File: src/rtl/lfcPkg.sv
package lfcPkg;
  // Strobes from the control half to the datapath half
  typedef struct packed {
    logic qualLoop;   // use only density and frequency flags
    logic forceMark;  // hold transmit outputs at logic one
  } lfcStrobe_t;
endpackage

File: src/rtl/lfcSync.sv
module lfcSync #(
  parameter int WIDTH  = 1,
  parameter int STAGES = 2
) (
  input  logic             clk,
  input  logic             rstN,
  input  logic [WIDTH-1:0] din,
  output logic [WIDTH-1:0] dout
);
  logic [WIDTH-1:0] chain [STAGES];

  always_ff @(posedge clk or negedge rstN) begin
    if (!rstN) begin
      for (int i = 0; i < STAGES; i++) chain[i] <= '0;
    end else begin
      chain[0] <= din;
      for (int i = 1; i < STAGES; i++) chain[i] <= chain[i-1];
    end
  end

  assign dout = chain[STAGES-1];
endmodule

File: src/rtl/lfcControl.sv
module lfcControl
  import lfcPkg::*;
#(
  parameter int SYNC_STAGES = 2
) (
  input  logic       clk,
  input  logic       rstN,
  input  logic       loopEn,
  output lfcStrobe_t strobe
);
  logic loopSync;

  lfcSync #(.WIDTH(1), .STAGES(SYNC_STAGES)) i_loopSync (
    .clk (clk),
    .rstN(rstN),
    .din (loopEn),
    .dout(loopSync)
  );

  always_comb begin
    strobe.qualLoop  = loopSync;
    strobe.forceMark = loopSync;
  end
endmodule

File: src/rtl/lfcDatapath.sv
module lfcDatapath
  import lfcPkg::*;
#(
  parameter int NUM_CH      = 4,
  parameter int SYNC_STAGES = 2
) (
  input  logic              clk,
  input  logic              rstN,
  input  lfcStrobe_t        strobe,
  input  logic [NUM_CH-1:0] ampOk,
  input  logic [NUM_CH-1:0] densOk,
  input  logic [NUM_CH-1:0] freqOk,
  input  logic [NUM_CH-1:0] chanEn,
  input  logic [NUM_CH-1:0] txSerIn,
  output logic [NUM_CH-1:0] txSerOut,
  output logic [NUM_CH-1:0] faultN
);
  localparam int FLAGS = 4;

  for (genvar ch = 0; ch < NUM_CH; ch++) begin : g_chan
    logic [FLAGS-1:0] rawFlags;
    logic [FLAGS-1:0] syncFlags;
    logic             linkGood;
    logic             faultQ;

    assign rawFlags = {ampOk[ch], densOk[ch], freqOk[ch], chanEn[ch]};

    lfcSync #(.WIDTH(FLAGS), .STAGES(SYNC_STAGES)) i_flagSync (
      .clk (clk),
      .rstN(rstN),
      .din (rawFlags),
      .dout(syncFlags)
    );

    // syncFlags: [3] amplitude, [2] density, [1] frequency, [0] enable
    always_comb begin
      if (strobe.qualLoop) linkGood = syncFlags[2] & syncFlags[1];
      else                 linkGood = &syncFlags;
    end

    always_ff @(posedge clk or negedge rstN) begin
      if (!rstN) faultQ <= 1'b0;
      else       faultQ <= linkGood;
    end

    assign faultN[ch] = faultQ;
  end

  assign txSerOut = strobe.forceMark ? '1 : txSerIn;
endmodule

File: src/rtl/linkFaultCombiner.sv
module linkFaultCombiner
  import lfcPkg::*;
#(
  parameter int NUM_CH      = 4,
  parameter int SYNC_STAGES = 2
) (
  input  logic              clk,
  input  logic              rstN,
  input  logic              loopEn,
  input  logic [NUM_CH-1:0] ampOk,
  input  logic [NUM_CH-1:0] densOk,
  input  logic [NUM_CH-1:0] freqOk,
  input  logic [NUM_CH-1:0] chanEn,
  input  logic [NUM_CH-1:0] txSerIn,
  output logic [NUM_CH-1:0] txSerOut,
  output logic [NUM_CH-1:0] faultN
);
  lfcStrobe_t strobe;

  lfcControl #(.SYNC_STAGES(SYNC_STAGES)) i_control (
    .clk   (clk),
    .rstN  (rstN),
    .loopEn(loopEn),
    .strobe(strobe)
  );

  lfcDatapath #(.NUM_CH(NUM_CH), .SYNC_STAGES(SYNC_STAGES)) i_datapath (
    .clk     (clk),
    .rstN    (rstN),
    .strobe  (strobe),
    .ampOk   (ampOk),
    .densOk  (densOk),
    .freqOk  (freqOk),
    .chanEn  (chanEn),
    .txSerIn (txSerIn),
    .txSerOut(txSerOut),
    .faultN  (faultN)
  );
endmodule

File: config.mk
export PLATFORM = sky130hd
export DESIGN_NAME = linkFaultCombiner
export DESIGN_NICKNAME = d
export VERILOG_FILES = /design/src/rtl/lfcPkg.sv /design/src/rtl/lfcSync.sv /design/src/rtl/lfcControl.sv /design/src/rtl/lfcDatapath.sv /design/src/rtl/linkFaultCombiner.sv
export SDC_FILE = /design/constraint.sdc
export NUM_CORES = 1
export LEC_CHECK = 0
export BUFFER_PORTS_ARGS = -buffer_cell sky130_fd_sc_hd__buf_2
export CAP_MARGIN = 10
export CORE_ASPECT_RATIO = 1.4
export CORE_MARGIN = 2
export CORE_UTILIZATION = 45
export DETAILED_ROUTE_END_ITERATION = 10
export PLACE_DENSITY = 0.76
export SLEW_MARGIN = 5
export SYNTH_ARGS = -nofsm -noshare
export SYNTH_HDL_FRONTEND = slang
export SYNTH_HIERARCHICAL = 1
export SYNTH_SLANG_ARGS = --single-unit
File: constraint.sdc
create_clock -name clk -period 0.9 [get_ports clk]
set_clock_uncertainty 0.1 [all_clocks]
set_input_delay 0.18 -clock clk [delete_from_list [all_inputs] [get_ports clk]]
set_output_delay 0.18 -clock clk [all_outputs]
set_load 0.005 [all_outputs]
==> implementation parameters <==
Parameter                              Value

Floorplanning
  Height of the chip    64.9 um
  Initial core utilization    46.5%
  Num ports    31
  Die area    3080 um^2
  Number of cell rows    22
  Area of the core    2560 um^2
  Overall die width    47.5 um

Finish
  Fraction of final layout cells sized beyond drive strength 1    40.4%
  Final Non-Filler Cells    150
  Finished Core Util    60.4%
  Net count of the finished layout    136
  Antenna diode count    0
  Area Overhead vs Synth    29.7%

STA
  Final hold violations    0
  Share of the clock period used by the worst path after layout    152%
  Relative slew slack    87.3%
  Actual slew at the worst max-slew pin    191 ps
  Setup-failing EPs final    12
  F_max    0.733 GHz
  Max Transition Viols Final    0
  Setup Total Neg Slack    -3450 ps
  Post-route minimum period    1360 ps
  Final hold slack    247 ps
  Setup slack after layout    -464 ps
  Setup repair after global routing missed its margin    yes

Logic synthesis
  Biggest area contributors in the synthesized netlist    sky130_fd_sc_hd__dfrtp_1, sky130_fd_sc_hd__buf_4, sky130_fd_sc_hd__or2_1
  Total standard cell area after synthesis    1190 um^2
  Cell types with the highest counts after synthesis    sky130_fd_sc_hd__dfrtp_1, sky130_fd_sc_hd__buf_4
  Area share of the leading cell type in the synthesized netlist    79.8%
  Synth unique cells    6
  Async set or reset register ratio after synthesis    100%
  Dominant synthesized flop cell    sky130_fd_sc_hd__dfrtp_1
  Seq/Total Area, Yosys    79.8%
  Flop and latch count out of synthesis    38
  Synthesized netlist net count    99
  Most repeated cell in the gate-level netlist after synthesis    sky130_fd_sc_hd__dfrtp_1
  Synthesized instance count    76
  Library cell occupying the most area in the post-synthesis netlist    sky130_fd_sc_hd__dfrtp_1
  Count of yosys warnings during synthesis    6
  Post-synth EDFFs    0
  Per-instance average area after synthesis    15.7 um^2

Clock network
  Clock-pin transition on the worst setup and hold timing paths    100 ps
  Clock tree from TritonCTS    yes
  Number of buffers added by the clock tree synthesis step    5
  Root buffer cell    sky130_fd_sc_hd__clkbuf_4
  Number of sinks driven by the clock tree    38
  Clock latency at the later pin of the worst-skew pair    330 ps
  Number of buffers on the longest clock path    2
  H-tree depth    2

GRT
  Total track usage    13.6%
  First-pass GRT wire length    2.59 mm
  Remaining Overflow, GRT    0
  Via count of the first global-routing pass    614
  Number of antenna violations at the first check in global routing    0
  Maximum number of pins on one net before global-route repair    39

Run status
  Violated checks    setup timing
  Run status    finished with violations

Power
  Power Dens Cells    1970 nW/um^2
  Worst vdd ir    1.91 mV
  Total power consumption of the routed design    3.04 mW
  Lkg Pwr    0.745 nW

Placed design
  Port Buffer Count    30
  RePlAce Congestion    0.618
  Post-detail-place hpwl    839 um
  Instance count after placement with tap cells included    122

Min path
  HP Class    in2async

Worst setup path
  Kind of critical path    reg2out
  Worst path cell trace    or2_1, buf_2
  Critical Path Start Type    flop
  Crit path max fanout    5
  FF-to-FF End    i_datapath/g_chan[3].faultQ$_DFF_PN0_
  CP max-delay cell    sky130_fd_sc_hd__dfrtp_1
  Startpoint of the worst-slack reg-to-reg timing path    i_control/i_loopSync/dout$_DFF_PN0_
  Biggest cell delay along the critical path    420 ps
  R2R depth    5
  Crit end category    output pin
  Internal reg-to-reg setup slack    -210 ps
  Critical Path AT    1080 ps
  WP data required    620 ps

Flow run
  Max capacitance violation total    0

Route
  Average wire length per cell after detail routing    10.2 um
  Detailed router's first-iteration violation count    5
  Total Routed Length    1.53 mm
  Remaining DRCs    0
  DRT Pass-1 Iters    2
  Count of antenna-violating nets left after detailed routing    0
  Detailed-route vias per instance    3.97
  Via count    596
cell usage in the layout, fill, tap and decap left out:
cell type and n:
sky130_fd_sc_hd__clkbuf_4 5, sky130_fd_sc_hd__buf_12 1, sky130_fd_sc_hd__a21oi_2 4, sky130_fd_sc_hd__buf_6 2
sky130_fd_sc_hd__buf_4 1, sky130_fd_sc_hd__dlygate4sd3_1 18, sky130_fd_sc_hd__clkbuf_8 3, sky130_fd_sc_hd__nand2_1 4
sky130_fd_sc_hd__dfrtp_1 38, sky130_fd_sc_hd__nor2_1 4, sky130_fd_sc_hd__or2_1 4, sky130_fd_sc_hd__buf_2 30
per-stage QoR:
stage	setup WS [ps]	area, um^2
floorplan	-62.9	1190
global placement	-73.0	1250
detailed placement	-111	1250
CTS	-496	1530
global route	-532	1550
finish	-464	1550
where the power goes:
part | switching, mW | internal, mW
sequential | 0.0262 | 1.79
clock | 0.485 | 0.534
combinational | 0.0768 | 0.129
total | 0.588 | 2.45
critical path: cells and delay by family (launching register included):
family | cells | cell delay [ps]
buf+inv | 1 | 130
simple gates | 1 | 210
flops | 1 | 420
area by class of cell:
cell class / instances / area [um^2]
multi-input combinational: 16 / 90.1
fill: 187 / 1010
sequential: 38 / 951
tap: 36 / 45.0
clock buffer: 8 / 78.8
timing repair buffer: 52 / 380
worst max path at each step:
stage | end | start | slack, ps
6_report | txSerOut[0] | i_control/i_loopSync/dout$_DFF_PN0_ | -460
5_1_grt | txSerOut[0] | i_control/i_loopSync/dout$_DFF_PN0_ | -530
4_1_cts | txSerOut[0] | i_control/i_loopSync/dout$_DFF_PN0_ | -500
3_5_place_dp | txSerOut[0] | i_control/i_loopSync/dout$_DFF_PN0_ | -110
3_3_place_gp | txSerOut[2] | i_control/i_loopSync/dout$_DFF_PN0_ | -70
2_1_floorplan | txSerOut[0] | i_control/i_loopSync/dout$_DFF_PN0_ | -60
cell families after synthesis:
family / Yosys count / synth area share, %
flip-flops: 38 / 79.8
AND/OR/NAND/NOR: 12 / 4.62
buffers and inverters: 22 / 13.9
AO/OA/AOI/OAI: 4 / 1.68
routing by layer:
metal	vias to the layer above	wire [um]	GRT usage, %
met5	-	0	0
met4	0	66	10.4
met3	6	136	6.96
met2	28	777	20.4
met1	277	547	13.4
li1	285	-	-
registers in the layout, indices dropped and copies added, names as in the netlist:
signal and count:
i_control/i_loopSync/dout 1, i_datapath/g_chan.i_flagSync/dout 16, i_datapath/g_chan.i_flagSync/chain 16, i_control/i_loopSync/chain 1
i_datapath/g_chan.faultQ 4
what timing repair did:
item	4_1_cts	5_1_grt
setup buffers	1	1
setup endpoints to repair	12	12
pin swaps	0	0
hold endpoints to repair	55	0
hold buffers	18	0
gates resized for setup	5	1
Note: power is estimated with default switching activity, not from simulation.
